### src/rtl/stx_pkg.sv
package stx_pkg;
    typedef enum logic {
        PH_LOW  = 1'b0,
        PH_HIGH = 1'b1
    } phase_e;
endpackage

### src/rtl/stx_rate_div.sv
module stx_rate_div #(
    parameter int unsigned DIV_W = 8
) (
    input  logic             clk,
    input  logic             rst_n,
    input  logic             run,
    input  logic [DIV_W-1:0] div,
    output logic             tick
);
    typedef struct packed {
        logic [DIV_W-1:0] cnt;
    } st_t;

    st_t st_d, st_q;

    always_comb begin
        st_d = st_q;
        tick = run && (st_q.cnt == div);
        if (!run || tick) begin
            st_d.cnt = '0;
        end else begin
            st_d.cnt = st_q.cnt + 1'b1;
        end
    end

    always_ff @(posedge clk or negedge rst_n) begin
        if (!rst_n) begin
            st_q <= '0;
        end else begin
            st_q <= st_d;
        end
    end
endmodule

### src/rtl/stx_holding.sv
module stx_holding #(
    parameter int unsigned HW = 10
) (
    input  logic          clk,
    input  logic          rst_n,
    input  logic          enable,
    input  logic          wr_valid,
    input  logic [HW-1:0] wr_word,
    input  logic          take,
    output logic          full,
    output logic [HW-1:0] word,
    output logic          empty_flag
);
    typedef struct packed {
        logic          full;
        logic [HW-1:0] word;
        logic          flag;
    } st_t;

    st_t st_d, st_q;

    always_comb begin
        st_d      = st_q;
        // flag follows occupancy one cycle late
        st_d.flag = ~st_q.full;
        if (!enable) begin
            st_d.full = 1'b0;
        end else if (take) begin
            st_d.full = 1'b0;
        end else if (wr_valid && !st_q.full) begin
            st_d.full = 1'b1;
            st_d.word = wr_word;
        end
    end

    always_ff @(posedge clk or negedge rst_n) begin
        if (!rst_n) begin
            st_q      <= '0;
            st_q.flag <= 1'b1;
        end else begin
            st_q <= st_d;
        end
    end

    assign full       = st_q.full;
    assign word       = st_q.word;
    assign empty_flag = st_q.flag;
endmodule

### src/rtl/stx_shifter.sv
module stx_shifter
    import stx_pkg::*;
#(
    parameter int unsigned DATA_W = 8
) (
    input  logic              clk,
    input  logic              rst_n,
    input  logic              enable,
    input  logic              tick,
    input  logic              load_ok,
    input  logic [DATA_W+1:0] load_word,
    output logic              take,
    output logic              busy,
    output logic              ser_clk,
    output logic              ser_dat
);
    localparam int unsigned LW = $clog2(DATA_W + 2);

    typedef struct packed {
        logic            busy;
        phase_e          phase;
        logic [DATA_W:0] sreg;
        logic [LW-1:0]   left;
        logic            sclk;
        logic            sdat;
    } st_t;

    st_t st_d, st_q;

    function automatic st_t start_word(input logic [DATA_W+1:0] w);
        st_t s;
        s       = '0;
        s.busy  = 1'b1;
        s.phase = PH_LOW;
        s.sreg  = w[DATA_W:0];
        s.left  = w[DATA_W+1] ? LW'(DATA_W + 1) : LW'(DATA_W);
        return s;
    endfunction

    always_comb begin
        st_d = st_q;
        take = 1'b0;
        if (!enable) begin
            st_d = '0;
        end else if (!st_q.busy) begin
            if (load_ok) begin
                take = 1'b1;
                st_d = start_word(load_word);
            end
        end else if (tick) begin
            if (st_q.phase == PH_LOW) begin
                st_d.sclk  = 1'b1;
                st_d.sdat  = st_q.sreg[0];
                st_d.sreg  = st_q.sreg >> 1;
                st_d.left  = st_q.left - 1'b1;
                st_d.phase = PH_HIGH;
            end else begin
                st_d.sclk  = 1'b0;
                st_d.phase = PH_LOW;
                if (st_q.left == '0) begin
                    if (load_ok) begin
                        take = 1'b1;
                        st_d = start_word(load_word);
                    end else begin
                        st_d.busy = 1'b0;
                        st_d.sdat = 1'b0;
                    end
                end
            end
        end
    end

    always_ff @(posedge clk or negedge rst_n) begin
        if (!rst_n) begin
            st_q <= '0;
        end else begin
            st_q <= st_d;
        end
    end

    assign busy    = st_q.busy;
    assign ser_clk = st_q.sclk;
    assign ser_dat = st_q.sdat;
endmodule

### src/rtl/sync_tx_master.sv
module sync_tx_master #(
    parameter int unsigned DATA_W = 8,
    parameter int unsigned DIV_W  = 8
) (
    input  logic              clk,
    input  logic              rst_n,
    input  logic              port_en,
    input  logic              sync_mode,
    input  logic              clk_master,
    input  logic              tx_en,
    input  logic              irq_en,
    input  logic [DIV_W-1:0]  div,
    input  logic              wr_valid,
    input  logic [DATA_W-1:0] wr_data,
    input  logic              wr_nine,
    input  logic              wr_ninth,
    input  logic              rx_busy,
    output logic              ser_clk,
    output logic              ser_dat,
    output logic              pins_active,
    output logic              buf_empty,
    output logic              irq,
    output logic              shift_empty,
    output logic              rx_inhibit
);
    localparam int unsigned HW = DATA_W + 2;

    logic          run;
    logic          tick;
    logic          take;
    logic          hold_full;
    logic [HW-1:0] hold_word;
    logic          sh_busy;

    assign pins_active = port_en & sync_mode & clk_master;
    assign run         = pins_active & tx_en;

    stx_rate_div #(.DIV_W(DIV_W)) u_div (
        .clk   (clk),
        .rst_n (rst_n),
        .run   (sh_busy),
        .div   (div),
        .tick  (tick)
    );

    stx_holding #(.HW(HW)) u_hold (
        .clk        (clk),
        .rst_n      (rst_n),
        .enable     (run),
        .wr_valid   (wr_valid),
        .wr_word    ({wr_nine, wr_ninth, wr_data}),
        .take       (take),
        .full       (hold_full),
        .word       (hold_word),
        .empty_flag (buf_empty)
    );

    stx_shifter #(.DATA_W(DATA_W)) u_shift (
        .clk       (clk),
        .rst_n     (rst_n),
        .enable    (run),
        .tick      (tick),
        .load_ok   (hold_full & ~rx_busy),
        .load_word (hold_word),
        .take      (take),
        .busy      (sh_busy),
        .ser_clk   (ser_clk),
        .ser_dat   (ser_dat)
    );

    assign shift_empty = ~sh_busy;
    assign rx_inhibit  = sh_busy | hold_full;
    assign irq         = buf_empty & irq_en;
endmodule

### config.mk
export PLATFORM = sky130hd
export DESIGN_NAME = sync_tx_master
export DESIGN_NICKNAME = d
export VERILOG_FILES = /design/src/rtl/stx_pkg.sv /design/src/rtl/stx_rate_div.sv /design/src/rtl/stx_holding.sv /design/src/rtl/stx_shifter.sv /design/src/rtl/sync_tx_master.sv
export SDC_FILE = /design/constraint.sdc
export NUM_CORES = 1
export LEC_CHECK = 0
export ABC_AREA = 1
export BUFFER_PORTS_ARGS = -buffer_cell sky130_fd_sc_hd__clkbuf_2
export CAP_MARGIN = 30
export CORE_MARGIN = 5
export CORE_UTILIZATION = 60
export DETAILED_ROUTE_END_ITERATION = 8
export GPL_TIMING_DRIVEN = 0
export PLACE_DENSITY = 0.84
export SYNTH_ARGS = -nofsm -noshare
export SYNTH_HDL_FRONTEND = slang
export SYNTH_SLANG_ARGS = --single-unit
### constraint.sdc
create_clock -name clk -period 4.69 [get_ports clk]
set_clock_uncertainty 0.05 [all_clocks]
set_input_delay 0.469 -clock clk [delete_from_list [all_inputs] [get_ports clk]]
set_output_delay 0.469 -clock clk [all_outputs]
set_load 0.03 [all_outputs]
==> reports/metrics.cfg <==
[sta]
fin_crit_sh_pct=42.1
drv_slew=0
fmax_ghz=0.507
min_period_ps=1970
finalSetupViolCount=0
worst_slew_pin_slew_ps=877
grt_setup_unrepaired=false
slew_headroom_pct=41.5
final_hold_viol_count=0
worst_slack_ps=2720
setup_tns_ps=0

[clocking]
cts_tree=done
clock_sinks=36
clockBufferDepth=2
post_cts_resized=0
clk_latency_ps=350
clkTransAtPathRegs_ps=100
htreeDepth=2
cts_buffers=5
cts_hold_buf=0
cts_root_buf=clkbuf_4
post-cts-setup-buffers=0

[finish]
final_cells=380
fill_cells=317
layout-drive-gt1-share_pct=21.7
syn_to_final_growth_pct=13.0
diodes=0
fin_nets=360
design_area_um2=2460

[detailed_routing]
num_vias=1932
ant_nets=0
viasPerCell=5.08
drt_iter0_drc=146
routed_wl_um=4570
drt_pass1_iterations=4
drc=0
wire_per_inst_um=12.0

[logic_synthesis]
syn-num-nets=320
synth_ff_type=dfrtp_1
avgSynthCellArea_um2=7.49
ys_warn_count=0
syn_area_um2=2180
synthMostInstantiatedCell=nand2_1
netlist_top_cells_count=nand2_1, dfrtp_1, nand3_1, inv_1, nor2_1
synth_cells=291
synth_top_area_share_pct=40.2
synth_area_leaders=dfrtp_1, nand2_1, nand3_1, inv_1, nor2_1
yosys_register_bits=36
yosysTopAreaCell=dfrtp_1
synth_seq_area_share_pct=41.4
async_reset_ff_share_pct=100
ys_types=30
synth-edff-count=0

[floorplan]
initial_core_util_pct=60.9
die_area_um2=4940
io_pins=34
design.core.area_um2=3580
die_h_um=70.3
die_w_um=70.3
fp-row-count=22

[worst_hold_path]
hp-class=input pin to asynchronous set/reset pin

[setup_path]
cp.arrival_ps=1450
cpPeakStageDelay_ps=350
endpoint_kind=output pin
path_cells=buf_4 -> clkinv_1 -> nand2_1 -> clkbuf_2
worstSetupStartpointType=flip-flop
critical-path-slowest-cell=dfrtp_1
critPathMaxFanout=8
required_ps=4170
setup.worst_path.class=flip-flop to output pin

[grt]
antenna_found_initial=0
grt-ovfl-total=0
met3_usage_pct=5.76
busiest_layer=met2
grt_start_max_net_pins=37
grt_pass1_vias=1830
grt_util_met2_pct=33.8
met1_usage_pct=26.1
grt_usage_pct=20.5
grt_pass1_wl_um=8170

[place]
dp.final_hpwl_um=3390
placedCellCount=372
dpl_cell_area_um2=2410
gp_congestion=0.841
portBuffers=33
post-place-ws_ps=2900

[status]
status=finished, final reports clean

[pwr]
power.leakage_nw=1.36
powerDensity_nw_per_um2=238
peakVddDrop_mv=0.161

[flow_run]
drv_cap=0

## final timing paths
kind / slack [ps] / cells past startpoint / endpoint / start
min in group clk: 280 / 2 / u_hold.word[3]$_DFFE_PN0P_ / wr_data[3]
max reg2reg: 2820 / 10 / u_shift.st_q[10]$_DFFE_PN0P_ / u_shift.st_q[2]$_DFFE_PN0P_
min reg2reg: 410 / 1 / u_hold.empty_flag$_DFF_PN1_ / u_hold.full$_DFFE_PN0P_
max in group asynchronous: 3870 / 1 / u_hold.word[2]$_DFFE_PN0P_ / rst_n
max: 2720 / 4 / rx_inhibit / u_shift.busy$_DFF_PN0_
min: 170 / 1 / u_div.st_q[1]$_DFF_PN0_ / rst_n
## sequential cells by signal, indices dropped and copies added, names as in the netlist
name and flops:
u_div.st_q 8, u_shift.ser_clk 1, u_hold.full 1, u_shift.ser_dat 1
u_hold.word 10, u_shift.busy 1, u_hold.empty_flag 1, u_shift.st_q 13
## routing by layer
layer / wire length, um / vias to the layer above
li1: - / 987
met1: 2020 / 891
met2: 2200 / 47
met3: 282 / 7
met4: 67 / 0
met5: 0 / -
## metrics by stage
stage | power (W) | utilization, % | hold slack (ps)
2_1_floorplan | 0.000386 | - | 123
3_3_place_gp | 0.000414 | 67.2 | 387
3_5_place_dp | 0.000419 | 67.2 | 391
4_1_cts | 0.000593 | 68.9 | 204
5_1_grt | 0.000617 | 68.9 | 236
6_report | 0.000586 | 68.9 | 166
## layout make-up
cell class / count / area [um^2] / share of cell area (%)
plain buffers: 6 / 41.3 / 1.68
repair buffers: 33 / 165 / 6.70
multi-input cells: 218 / 1120 / 45.4
inverters: 31 / 118 / 4.77
clock buffers: 8 / 58.8 / 2.39
flip-flops and latches: 36 / 902 / 36.6
well taps: 48 / 60.1 / 2.44
## power breakdown
group / total, W / switching (W) / internal, W
Sequential: 0.000346 / 0.0000149 / 0.000331
Clock: 0.000175 / 0.000101 / 0.0000739
Combinational: 0.0000657 / 0.0000367 / 0.0000290
## critical path: cells and delay by family (launching register included)
family,cells,cell delay (ps)
flip-flops,1,350
buffers and inverters,3,620
AND/OR/NAND/NOR,1,140
## cells in the final DEF (no fill, tap or decap)
cell and count:
nor2_1 22, nand2_2 4, inv_1 22, clkinv_1 2, a22oi_4 1, nor2_4 2, dfstp_2 1, clkbuf_8 1
nor3_1 2, clkbuf_2 33, o21ai_0 12, nand3_2 3, ha_1 2, mux2_1 2, buf_4 1, xor2_1 3
dfrtp_1 35, clkbuf_4 5, nand2_1 115, a21oi_1 5, nand3_1 23, clkbuf_1 4, buf_1 1, xnor2_1 5
clkinv_2 1, nor3b_1 4, nand4_1 1, nor2_2 2, mux2_2 6, buf_6 2, inv_2 6, nand2_4 2
nor2_8 2
## logic make-up (layout without fill, tap and decap cells)
| kind of cell | Yosys count | after routing | synth area share, % |
|---|---|---|---|
| AO/OA/AOI/OAI | 18 | 18 | 4.88 |
| XOR/XNOR | 8 | 8 | 3.21 |
| adder cells (fa/ha/maj) | 2 | 2 | 1.15 |
| buffers and inverters | 37 | 78 | 7.29 |
| flip-flops | 36 | 36 | 41.4 |
| multiplexers | 8 | 8 | 4.13 |
| AND/OR/NAND/NOR | 182 | 182 | 38.0 |
(Power assumes the default switching activity.)
